**config.mk**
```make
export PLATFORM = sky130hd
export DESIGN_NAME = resv_station
export DESIGN_NICKNAME = d
export VERILOG_FILES = /design/src/rtl/resv_station.sv
export SDC_FILE = /design/constraint.sdc
export NUM_CORES = 1
export LEC_CHECK = 0
export BUFFER_PORTS_ARGS = -buffer_cell sky130_fd_sc_hd__buf_4
export CAP_MARGIN = 15
export CORE_ASPECT_RATIO = 1.75
export CORE_MARGIN = 10
export CORE_UTILIZATION = 49
export CTS_CLUSTER_SIZE = 24
export DETAILED_ROUTE_END_ITERATION = 8
export PLACE_DENSITY_LB_ADDON = 0.15
export SLEW_MARGIN = 15
export SYNTH_ARGS = -nofsm -noshare
export SYNTH_HDL_FRONTEND = slang
export SYNTH_SLANG_ARGS = --single-unit
```
**constraint.sdc**
```tcl
create_clock -name clk -period 3.3 [get_ports clk]
set_input_delay 0.66 -clock clk [delete_from_list [all_inputs] [get_ports clk]]
set_output_delay 0.66 -clock clk [all_outputs]
set_load 0.005 [all_outputs]
```
**src/rtl/resv_station.sv**
```systemverilog
`timescale 1ns/1ps
module resv_station #(
  parameter int NENT = 4,
  parameter int NREG = 8,
  parameter int DW   = 16,
  parameter int OPW  = 4,
  localparam int TW  = $clog2(NENT + 1),
  localparam int RW  = $clog2(NREG),
  localparam int IW  = $clog2(NENT)
) (
  input  logic           clk,
  input  logic           rst_n,
  input  logic           iss_valid,
  input  logic [OPW-1:0] iss_op,
  input  logic [RW-1:0]  iss_dst,
  input  logic [RW-1:0]  iss_src_a,
  input  logic [RW-1:0]  iss_src_b,
  output logic           iss_ready,
  output logic [TW-1:0]  iss_tag,
  input  logic           cdb_valid,
  input  logic [TW-1:0]  cdb_tag,
  input  logic [DW-1:0]  cdb_data,
  output logic           dsp_valid,
  input  logic           dsp_ready,
  output logic [OPW-1:0] dsp_op,
  output logic [TW-1:0]  dsp_tag,
  output logic [DW-1:0]  dsp_opa,
  output logic [DW-1:0]  dsp_opb
);

  logic [NENT-1:0] busy, sent, rdy, pick;
  logic [OPW-1:0]  e_op [NENT];
  logic [DW-1:0]   e_va [NENT];
  logic [DW-1:0]   e_vb [NENT];
  logic [TW-1:0]   e_qa [NENT];
  logic [TW-1:0]   e_qb [NENT];
  logic [NENT-1:0] older [NENT];
  logic [DW-1:0]   regf [NREG];
  logic [TW-1:0]   rstat [NREG];

  logic [IW-1:0] alloc_idx;
  logic          do_iss;
  logic [DW-1:0] new_va, new_vb;
  logic [TW-1:0] new_qa, new_qb;
  logic [TW-1:0] st_a, st_b;

  always_comb begin
    alloc_idx = '0;
    iss_ready = 1'b0;
    for (int i = NENT - 1; i >= 0; i--) begin
      if (!busy[i]) begin
        alloc_idx = IW'(i);
        iss_ready = 1'b1;
      end
    end
  end

  assign iss_tag = TW'(alloc_idx) + TW'(1);
  assign do_iss  = iss_valid && iss_ready;
  assign st_a    = rstat[iss_src_a];
  assign st_b    = rstat[iss_src_b];

  always_comb begin
    new_va = regf[iss_src_a];
    new_qa = '0;
    if (st_a != '0) begin
      if (cdb_valid && cdb_tag == st_a) new_va = cdb_data;
      else begin
        new_va = '0;
        new_qa = st_a;
      end
    end
    new_vb = regf[iss_src_b];
    new_qb = '0;
    if (st_b != '0) begin
      if (cdb_valid && cdb_tag == st_b) new_vb = cdb_data;
      else begin
        new_vb = '0;
        new_qb = st_b;
      end
    end
  end

  always_comb begin
    for (int i = 0; i < NENT; i++)
      rdy[i] = busy[i] && !sent[i] && e_qa[i] == '0 && e_qb[i] == '0;
  end

  always_comb begin
    for (int i = 0; i < NENT; i++) begin
      pick[i] = rdy[i];
      for (int j = 0; j < NENT; j++)
        if (rdy[j] && older[j][i]) pick[i] = 1'b0;
    end
  end

  always_comb begin
    dsp_op  = '0;
    dsp_tag = '0;
    dsp_opa = '0;
    dsp_opb = '0;
    for (int i = 0; i < NENT; i++) begin
      if (pick[i]) begin
        dsp_op  = e_op[i];
        dsp_tag = TW'(i + 1);
        dsp_opa = e_va[i];
        dsp_opb = e_vb[i];
      end
    end
  end

  assign dsp_valid = |rdy;

  always_ff @(posedge clk) begin
    if (!rst_n) begin
      busy <= '0;
      sent <= '0;
      for (int i = 0; i < NENT; i++) begin
        e_op[i]  <= '0;
        e_va[i]  <= '0;
        e_vb[i]  <= '0;
        e_qa[i]  <= '0;
        e_qb[i]  <= '0;
        older[i] <= '0;
      end
      for (int r = 0; r < NREG; r++) begin
        regf[r]  <= '0;
        rstat[r] <= '0;
      end
    end else begin
      for (int i = 0; i < NENT; i++) begin
        if (cdb_valid && busy[i] && e_qa[i] != '0 && e_qa[i] == cdb_tag) begin
          e_va[i] <= cdb_data;
          e_qa[i] <= '0;
        end
        if (cdb_valid && busy[i] && e_qb[i] != '0 && e_qb[i] == cdb_tag) begin
          e_vb[i] <= cdb_data;
          e_qb[i] <= '0;
        end
        if (dsp_ready && pick[i]) sent[i] <= 1'b1;
        if (cdb_valid && cdb_tag == TW'(i + 1)) begin
          busy[i] <= 1'b0;
          sent[i] <= 1'b0;
        end
      end
      if (do_iss) begin
        busy[alloc_idx]  <= 1'b1;
        sent[alloc_idx]  <= 1'b0;
        e_op[alloc_idx]  <= iss_op;
        e_va[alloc_idx]  <= new_va;
        e_vb[alloc_idx]  <= new_vb;
        e_qa[alloc_idx]  <= new_qa;
        e_qb[alloc_idx]  <= new_qb;
        older[alloc_idx] <= '0;
        for (int j = 0; j < NENT; j++)
          older[j][alloc_idx] <= busy[j];
      end
      for (int r = 0; r < NREG; r++) begin
        if (cdb_valid && rstat[r] != '0 && rstat[r] == cdb_tag) begin
          regf[r]  <= cdb_data;
          rstat[r] <= '0;
        end
      end
      if (do_iss) rstat[iss_dst] <= iss_tag;
    end
  end

  p_stall_r4: assert property (@(posedge clk) disable iff (!rst_n)
    iss_valid && !iss_ready && !cdb_valid |=> $stable(busy));

  p_once_r5: assert property (@(posedge clk) disable iff (!rst_n)
    dsp_valid && dsp_ready |=> !(dsp_valid && dsp_tag == $past(dsp_tag)));

  p_pick_r7: assert property (@(posedge clk) disable iff (!rst_n)
    $onehot0(pick));

  for (genvar g = 0; g < NENT; g++) begin : g_ent_chk
    p_capture_r2: assert property (@(posedge clk) disable iff (!rst_n)
      cdb_valid && busy[g] && cdb_tag != '0 && e_qa[g] == cdb_tag |=> e_qa[g] == '0);
    p_free_r9: assert property (@(posedge clk) disable iff (!rst_n)
      cdb_valid && busy[g] && cdb_tag == TW'(g + 1) |=> !busy[g]);
  end

  for (genvar r = 0; r < NREG; r++) begin : g_reg_chk
    p_keep_r6: assert property (@(posedge clk) disable iff (!rst_n)
      cdb_valid && rstat[r] != cdb_tag |=> $stable(regf[r]));
  end

endmodule

```
==> run_results.csv, run 1 <==
group,metric,value,unit
grt,grt_usage,0.232,
cts,clk_pin_slew,0.07,ns
cells_and_area,fin_area,0.0211,mm²
placement,io_buffers,80,
setup_path,cp_num_cells,11,
sta,final_max_slew_viol_count,0,
setup_path,crit_fanout,6,
pwr,ir_worst_vdd,0.401,mV
logic_synthesis,netlist_instances,1361,
setup_path,cp.arrival,2.87,ns
sta,setup_viol,38,
grt,grt_max_degree,41,
grt,grt_overflow,0,
setup_path,slowest_delay,0.44,ns
route,drtAntennaViolNets,0,
setup_path,r2r_slack,0.58,ns
die,num_io_pins,81,
logic_synthesis,synth_top_family_by_area,"compound AO/OA/AOI/OAI gates",
cells_and_area,antenna_cells,0,
cells_and_area,syn_to_final_growth,20.9,%
cts,clock-root-buffer,"clkbuf_16",
placement,dpl.hpwl,33800,µm
setup_path,critPathLaunchType,"flop",
placement,place_ws,-0.0415,ns
logic_synthesis,ys_ff_latch,344,
setup_path,r2r-start,"busy[0]$_SDFF_PN0_",
grt,grt.busiest_layer,"met2",
sta,timing.fmax,0.284,GHz
logic_synthesis,synth.distinct_cells,58,
sta,slew-limit-headroom,0.518,
pwr,p_per_area,481,mW/mm²
run_status,violations,"negative setup slack",
setup_path,cp_num_buf_inv,5,
cts,insertion_delay,0.59,ns
sta,worst_hold_slack,0.379,ns
setup_path,reg2reg_to,"e_va[3][2]$_DFFE_PP_",
die,core.rowCount,91,
flow_run,drv_cap,0,
placement,numPlacedInstances,1885,
cells_and_area,final_util,0.599,
cts,cts_hold_buffers,0,
placement,dpl_cell_area,0.0191,mm²
route,drc,0,
cells_and_area,nets,1534,
setup_path,path_class,"reg -> out",
sta,min_period_over_period,1.07,
placement,routabilityCongestion,0.903,
cells_and_area,drive_gt1_frac,0.278,
sta,worst_pin_slew,0.722,ns
logic_synthesis,syn_area_per_cell,12.8,µm²
grt,grt_util_met2,0.415,
setup_path,path_cells,"nor4b_4 -> and2_4 -> a221oi_2 -> buf_4 -> a21boi_4 -> buf_12 -> buf_12 -> buf_16 -> a221oi_2 -> o21ai_1 -> buf_4",
cts,clkSinkCount,344,
sta,skew,0.0331,ns
grt,met1_usage,0.268,
grt,grt_pass1_wl,77900,µm
logic_synthesis,synth-simple-area-share,0.106,
sta,setup_ws,-0.226,ns
cts,cts_buffers,30,
setup_path,worstRegToRegCells,8,
die,core_area,0.0353,mm²
grt,use_met3,0.0354,
route,drt-initial-drc-count,1278,
setup_path,cpLargestDelayFamily,"buffers and inverters",
logic_synthesis,yosysSeqAreaShare,0.577,
setup_path,cp.required,2.64,ns
logic_synthesis,synth-compound-area-share,0.143,
logic_synthesis,synth_edf_count,320,
sta,fin_crit,3.53,ns
cts,cts_buffer_depth,3,
logic_synthesis,ys_warn_count,0,
sta,setup_tns,-6.52,ns
logic_synthesis,synth.cell_area,0.0175,mm²
route,wl_per_cell,26.9,µm
die,dieHeight,270,µm
die,initial_core_util,0.495,
logic_synthesis,syn_nets,1398,
setup_path,end_kind,"output port",
logic_synthesis,synth-main-ff-cell,"edfxtp_1",
route,vias,12700,
route,drtPass1Iterations,8,
pwr,power,10.2,mW
setup_path,cp-startpoint,"e_qa[2][0]$_SDFFCE_PN0P_",
grt,grt_pass1_vias,12700,
cells_and_area,final_common_cell,"edfxtp_1",
die,die-area,0.0439,mm²
route,finalWirelength,53400,µm
logic_synthesis,synthAdderAreaFrac,0,
run_status,status,"complete, but fails checks",
logic_synthesis,muxShareOfSynthArea,0.119,
cells_and_area,fin_cells,1986,
route,vias_per_cell,6.39,
setup_path,crit_end,"dsp_opa[0]",
setup_path,crit_slowest_cell,"edfxtp_1",
sta,grt_setup_unrepaired,"yes",
sta,hold_viol,0,
cells_and_area,final_cell_mix,"320 x edfxtp_1, 176 x nor2_1, 172 x buf_4",
logic_synthesis,async_reset_ff_frac,0,
cts,htreeDepth,1,
cts,cts_tree,"yes",
die,dieWidth,163,µm
hold_path,hp-class,"in -> reg",
logic_synthesis,synthXorXnorAreaFrac,0.0190,
pwr,p_leak,7.66,nW
grt,antenna_found_initial,0,
[layer usage]
| layer | vias to the layer above | share of wire |
|---|---|---|
| met5 | - | 0 |
| met4 | 0 | 0.044 |
| met3 | 132 | 0.066 |
| met2 | 545 | 0.53 |
| met1 | 6448 | 0.36 |
| li1 | 5570 | - |
[power by group]
part	switching, mW	leakage (nW)	internal [mW]
Clock	1.59	0.523	2.24
Sequential	0.122	3.54	5.01
Combinational	0.731	3.60	0.474
Total	2.45	7.66	7.72
[flip-flops by register name, indices dropped and copies added, names as in the netlist, 12 cells and up]
signal	flops
e_op	16
e_qa	12
e_qb	12
e_va	64
e_vb	64
older	16
regf	128
rstat	24
[cells by family (layout without fill, tap and decap cells)]
logic type / count (synthesis) / after routing
buffers and inverters: 148 / 308
flip-flops: 344 / 344
XOR/XNOR: 38 / 38
multiplexers: 112 / 112
AO/OA/AOI/OAI: 315 / 315
AND/OR/NAND/NOR: 404 / 404
[cells in the mapped netlist (5+ instances only)]
cell type | number | area [µm²]
a31o_2 | 7 | 61.3
mux4_2 | 72 | 1620
o21ai_1 | 23 | 115
nand2b_1 | 5 | 31.3
dfxtp_1 | 24 | 480
and3_1 | 26 | 163
nor2_1 | 178 | 668
nor2b_1 | 6 | 37.5
buf_6 | 9 | 101
nand3_1 | 20 | 100
buf_2 | 13 | 65.1
nand4_1 | 8 | 50.1
nand2_1 | 104 | 390
nand4b_1 | 5 | 43.8
inv_1 | 38 | 143
clkbuf_1 | 80 | 300
edfxtp_1 | 320 | 9610
xor2_1 | 14 | 123
nor3_1 | 10 | 50.1
and2_1 | 15 | 93.8
a221oi_1 | 36 | 315
xnor2_1 | 24 | 210
a22oi_1 | 5 | 37.5
o2111ai_1 | 10 | 87.6
a21oi_1 | 18 | 90.1
buf_1 | 6 | 22.5
mux2i_1 | 36 | 360
nor3b_1 | 10 | 75.1
o2bb2ai_1 | 124 | 1090
o21ai_0 | 59 | 295
[worst min path at each step]
stage	start	endpoint	slack, ns	cells after the start
5_1_grt	iss_op[3]	e_op[3][3]$_DFFE_PP_	0.41	2
2_1_floorplan	older[0][0]$_SDFFE_PP0P_	older[0][0]$_SDFFE_PP0P_	0.42	1
3_5_place_dp	older[0][0]$_SDFFE_PP0P_	older[0][0]$_SDFFE_PP0P_	0.44	1
4_1_cts	dsp_ready	sent[1]$_SDFF_PN0_	0.36	3
3_3_place_gp	older[0][0]$_SDFFE_PP0P_	older[0][0]$_SDFFE_PP0P_	0.44	1
6_report	dsp_ready	sent[1]$_SDFF_PN0_	0.38	3
[final cells by class]
cell class / instances / area (µm²)
fill: 2760 / 14200
multi-input combinational: 869 / 7220
timing repair buffer: 212 / 2030
clock inverter: 19 / 277
clock buffer: 37 / 787
inverter: 40 / 150
tap: 465 / 582
sequential: 344 / 10100
[repair_timing]
action	4_1_cts	5_1_grt
buffers inserted	21	17
pin swaps	34	27
setup endpoints to repair	38	39
cloned	7	4
gates resized for setup	62	53
[worst reg2reg max path, cell delays in order, from the launching register on]
cell	delay, ns
dfxtp_1	0.43
buf_4	0.22
nand3_1	0.08
nand2b_1	0.45
nor2_1	0.26
nand2_1	0.39
o32ai_4	0.40
buf_12	0.20
o2bb2ai_1	0.13
Power figures use the tool's default switching activity.
==> run 2: changes to the inputs <==
Clock period 3.3 ns to 3.6 ns, I/O delays scaled along.
==> run_results.csv, run 2 (synthesis gave the netlist of run 1 again) <==
group,metric,value,unit
hold_path,hold_end,"sent[2]$_SDFF_PN0_",
grt,grt_max_degree,40,
grt,grt_pass1_vias,12700,
route,drt-initial-drc-count,1101,
cells_and_area,fin_area,0.0206,mm²
grt,grt_overflow,0,
run_status,status,"complete, but fails checks",
setup_path,cp_num_cells,11,
cts,cts_buffer_depth,3,
placement,routabilityCongestion,0.847,
cts,cts_hold_buffers,0,
die,dieWidth,163,µm
setup_path,critPathLaunchType,"flop",
placement,io_buffers,80,
pwr,p_leak,7.44,nW
cells_and_area,largest_reg_flops,128,
cts,clkSinkCount,344,
run_status,violations,"negative setup slack",
pwr,p_per_area,451,mW/mm²
placement,dpl_cell_area,0.0190,mm²
grt,antenna_found_initial,0,
route,drtAntennaViolNets,0,
setup_path,r2r_slack,0.73,ns
sta,setup_ws,-0.0799,ns
cells_and_area,top_register,"regf",
sta,worst_hold_slack,0.434,ns
sta,worst_pin_slew,0.710,ns
route,vias,12400,
cts,insertion_delay,0.58,ns
setup_path,path_cells,"nor4b_2 -> buf_4 -> nand3b_1 -> a221oi_2 -> buf_4 -> a21oi_4 -> buf_12 -> clkbuf_16 -> a221oi_1 -> o21ai_1 -> buf_4",
sta,fin_crit,3.68,ns
hold_path,holdCritStartpoint,"dsp_ready",
die,initial_core_util,0.495,
route,drc,0,
route,finalWirelength,50800,µm
sta,final_max_slew_viol_count,0,
setup_path,crit_top_cell,"buf_4",
setup_path,crit_slowest_cell,"edfxtp_1",
route,drtPass1Iterations,5,
die,die-area,0.0439,mm²
setup_path,r2r-start,"busy[0]$_SDFF_PN0_",
setup_path,cp_num_buf_inv,5,
cts,cts_tree,"yes",
die,core.rowCount,91,
die,num_io_pins,81,
die,core_area,0.0353,mm²
setup_path,cp.required,2.88,ns
hold_path,hp-class,"in -> reg",
setup_path,crit_fanout,14,
route,wl_per_cell,25.9,µm
setup_path,reg2reg_to,"e_va[3][9]$_DFFE_PP_",
die,dieHeight,270,µm
cells_and_area,nets,1509,
grt,grt_pass1_wl,76300,µm
hold_path,hold_path_depth,3,
cts,clock-root-buffer,"clkbuf_16",
cells_and_area,final_common_cell,"edfxtp_1",
cts,cts_buffers,31,
grt,grt_usage,0.224,
setup_path,cpLargestDelayFamily,"compound AO/OA/AOI/OAI gates",
cells_and_area,reg.largest.list,"regf: 128 flops, e_va: 64 flops, e_vb: 64 flops",
setup_path,end_kind,"output port",
sta,hold_viol,0,
cts,htreeDepth,1,
flow_run,drv_cap,0,
setup_path,worstRegToRegCells,10,
cells_and_area,final_util,0.585,
cells_and_area,syn_to_final_growth,18.0,%
placement,dpl.hpwl,34000,µm
cells_and_area,drive_gt1_frac,0.247,
setup_path,slowest_delay,0.43,ns
sta,skew,0.0103,ns
sta,grt_setup_unrepaired,"yes",
route,vias_per_cell,6.32,
setup_path,cp.arrival,2.96,ns
cells_and_area,antenna_cells,0,
cts,clk_pin_slew,0.07,ns
sta,timing.fmax,0.272,GHz
sta,min_period_over_period,1.02,
sta,setup_viol,11,
cells_and_area,final_cell_mix,"320 x edfxtp_1, 178 x nor2_1, 161 x buf_4",
setup_path,path_class,"reg -> out",
pwr,ir_worst_vdd,0.358,mV
sta,slew-limit-headroom,0.513,
==> run 2: cell count changes in the layout (fill, tap and decap cells not counted), sizes merged <==
cell,delta
clkinvlp,+3
clkinv,+1
buf,-27
clkbuf,-3
inv,+2
==> run 2: how the worst max path moves through the flow <==
| stage | startpoint | to | slack [ns] |
|---|---|---|---|
| floorplan | cdb_tag[1] | regf[3][0]$_SDFFCE_PN0P_ | 0.37 |
| global placement | e_qb[1][0]$_SDFFCE_PN0P_ | dsp_opa[13] | 0.1 |
| detailed placement | e_qb[1][0]$_SDFFCE_PN0P_ | dsp_opa[13] | 0.14 |
| CTS | e_qb[2][2]$_SDFFCE_PN0P_ | dsp_opa[2] | -0.01 |
| global route | e_qa[1][0]$_SDFFCE_PN0P_ | dsp_opa[3] | -0.20 |
| finish | e_qa[1][0]$_SDFFCE_PN0P_ | dsp_opa[3] | -0.08 |
==> run 2: routing by layer <==
layer	global-route usage	share of wire	vias up	routed length (µm)
met3	0.0311	0.061	124	3080
li1	-	-	5509	-
met2	0.404	0.54	471	27400
met5	0	0	-	0
met1	0.260	0.36	6303	18400
met4	0.0902	0.037	0	1870
==> run 2: area by class of cell <==
type / count / area [µm²]
Timing Repair Buffer: 186 / 1720
Multi-Input combinational cell: 869 / 7000
Fill cell: 2844 / 14700
Sequential cell: 344 / 10100
Clock buffer: 33 / 783
Tap cell: 465 / 582
Clock inverter: 25 / 315
Inverter: 40 / 150
==> run 2: repair_timing <==
action | CTS | global route
gates cloned | 1 | 4
pin swaps | 10 | 31
setup endpoints to repair | 38 | 36
buffers inserted | 11 | 12
gates resized for setup | 26 | 30
==> run 2: stage by stage <==
| step | setup TNS (ns) | power, mW | setup slack (ns) | instances |
|---|---|---|---|---|
| 2_1_floorplan | 0 | 5.38 | 0.369 | 1361 |
| 3_3_place_gp | 0 | 5.74 | 0.0990 | 1877 |
| 3_5_place_dp | 0 | 5.77 | 0.140 | 1877 |
| 4_1_cts | -0.0471 | 9.33 | -0.0139 | 1947 |
| 5_1_grt | -3.52 | 9.59 | -0.196 | 1962 |
| 6_report | -0.232 | 9.32 | -0.0799 | 1962 |
==> run 2: power breakdown <==
group	internal (mW)	switching, mW
clock	2.08	1.51
combinational	0.391	0.642
sequential	4.59	0.102
total	7.07	2.25
==> run 2: worst reg2reg max path, delay by kind of cell, from the launching register on <==
family / cells / cell delay, ns
AOI/OAI and AO/OA: 2 / 0.34
buffers and inverters: 4 / 1.08
DFF: 1 / 0.35
and+or+nand+nor: 4 / 0.85
==> run 3: changes to the inputs <==
Settings changed: CORE_MARGIN 10 to 2, REMOVE_ABC_BUFFERS set to 1.
Clock period 3.6 ns to 4.73 ns, I/O delays scaled along.
==> run_results.csv, run 3 (synthesis gave the netlist of run 1 again) <==
group,metric,value,unit
cells_and_area,reg.largest.list,"regf: 128 flops, e_va: 64 flops, e_vb: 64 flops",
setup_path,cp.arrival,3.53,ns
cells_and_area,antenna_cells,0,
die,dieHeight,254,µm
hold_path,hp-class,"reg -> reg",
placement,routabilityCongestion,0.862,
setup_path,critPathLaunchType,"flop",
pwr,p_per_area,349,mW/mm²
cells_and_area,num-fill-cells,2897,
die,dieWidth,147,µm
pwr,power.share.clock,0.364,
route,vias,12100,
sta,final_max_slew_viol_count,0,
cells_and_area,top_register,"regf",
die,die-area,0.0373,mm²
cells_and_area,fin_area,0.0194,mm²
route,wl_per_cell,26.7,µm
grt,grt_pass1_vias,12200,
cts,cts_setup_buffers,0,
sta,worst_hold_slack,0.479,ns
cts,clk_pin_slew,0.07,ns
placement,dpl.hpwl,33100,µm
setup_path,cp.required,3.78,ns
sta,fin_crit,4.47,ns
sta,skew,0.0229,ns
placement,dpl_cell_area,0.0185,mm²
cells_and_area,drive_gt1_frac,0.188,
cts,insertion_delay,0.60,ns
setup_path,slowest_delay,0.54,ns
cells_and_area,final_common_cell,"edfxtp_1",
grt,grt_overflow,0,
placement,io_buffers,80,
sta,min_period_over_period,0.946,
cts,cts_repair_resize_count,0,
route,finalWirelength,50500,µm
die,core_area,0.0352,mm²
setup_path,crit_fanout,38,
pwr,swShare,0.251,
die,initial_core_util,0.497,
pwr,ir_worst_vdd,0.311,mV
grt,grt_usage,0.271,
route,drt-initial-drc-count,1133,
run_status,status,"complete, no violations",
setup_path,end_kind,"output port",
grt,antenna_found_initial,0,
cells_and_area,seq_area,0.0101,mm²
cells_and_area,final_cell_mix,"320 x edfxtp_1, 178 x nor2_1, 124 x o2bb2ai_1",
grt,grt_pass1_wl,75300,µm
sta,hold_viol,0,
cts,cts_buffer_depth,3,
route,drtAntennaViolNets,0,
flow_run,drv_cap,0,
cells_and_area,nets,1437,
cells_and_area,multi_input_area,0.00679,mm²
setup_path,path_cells,"nor4b_1 -> nand3b_1 -> a221oi_1 -> a21boi_4 -> buf_4 -> a221oi_1 -> o21ai_0 -> buf_4",
sta,slew-limit-headroom,0.281,
sta,setup_tns,0,ns
cts,cts_buffers,30,
setup_path,path_class,"reg -> out",
cts,clkSinkCount,344,
pwr,switching_power,1.70,mW
sta,worst_pin_slew,1.08,ns
sta,timing.fmax,0.223,GHz
route,drtPass1Iterations,5,
pwr,p_int,5.08,mW
cells_and_area,largest_reg_flops,128,
grt,grt_max_degree,48,
die,num_io_pins,81,
cts,htreeDepth,1,
sta,grt_setup_unrepaired,"no",
pwr,p_leak,6.88,nW
setup_path,crit_slowest_cell,"nor4b_1",
sta,setup_viol,0,
route,vias_per_cell,6.38,
cts,clock-root-buffer,"clkbuf_16",
pwr,p_comb_frac,0.109,
cts,cts_tree,"yes",
die,core.rowCount,91,
route,drc,0,
cells_and_area,syn_to_final_growth,11.2,%
cts,cts_hold_buffers,0,
pwr,power_frac_seq,0.526,
==> run 3: final cells by class <==
type,count,share of cell area
repair buffers,115,0.0450
clock inverters,23,0.0104
inverters,40,0.00772
clock buffers,33,0.0392
multi-input cells,869,0.349
well taps,465,0.0299
flip-flops and latches,344,0.519
==> run 3: metal layers <==
metal / vias up / wire (µm) / share of wire / track usage
met5: - / 0 / 0 / 0
met4: 0 / 1890 / 0.037 / 0.101
met3: 89 / 3140 / 0.062 / 0.0327
met2: 512 / 27200 / 0.54 / 0.498
met1: 6103 / 18300 / 0.36 / 0.326
li1: 5351 / - / - / -
==> run 3: path summary, 6_finish.rpt <==
check                      startpoint                  endpoint  slack, ns  depth (start not counted)
max          e_qa[1][0]$_SDFFCE_PN0P_                dsp_opb[0]       0.26                          8
min          older[0][2]$_SDFFE_PP0P_  older[0][2]$_SDFFE_PP0P_       0.48                          2
max reg2reg        busy[2]$_SDFF_PN0_     e_vb[3][13]$_DFFE_PP_       1.68                          7
min reg2reg  older[0][2]$_SDFFE_PP0P_  older[0][2]$_SDFFE_PP0P_       0.48                          2
==> run 3: critical path, delay by kind of cell (launching register included) <==
| family | cells | cell delay [ns] |
|---|---|---|
| and+or+nand+nor | 2 | 0.66 |
| AOI/OAI and AO/OA | 4 | 1.19 |
| buffers and inverters | 2 | 0.62 |
| DFF | 1 | 0.43 |
==> run 3: power by group through the flow <==
stage          Combinational [mW]  Sequential [mW]  Clock, mW
2_1_floorplan               0.414             3.61          0
3_3_place_gp                0.732             3.62          0
3_5_place_dp                0.740             3.64          0
4_1_cts                     0.741             3.57       2.49
5_1_grt                     0.791             3.58       2.59
6_report                    0.742             3.57       2.47
==> run 3: per-stage QoR <==
stage / utilization / cells / power [mW] / setup slack, ns
finish: 0.553 / 1889 / 6.78 / 0.255
global route: 0.553 / 1889 / 6.97 / 0.0391
CTS: 0.553 / 1889 / 6.80 / 0.246
detailed placement: 0.525 / 1833 / 4.37 / 0.886
global placement: 0.525 / 1833 / 4.36 / 0.887
floorplan: - / 1253 / 4.02 / 0.601
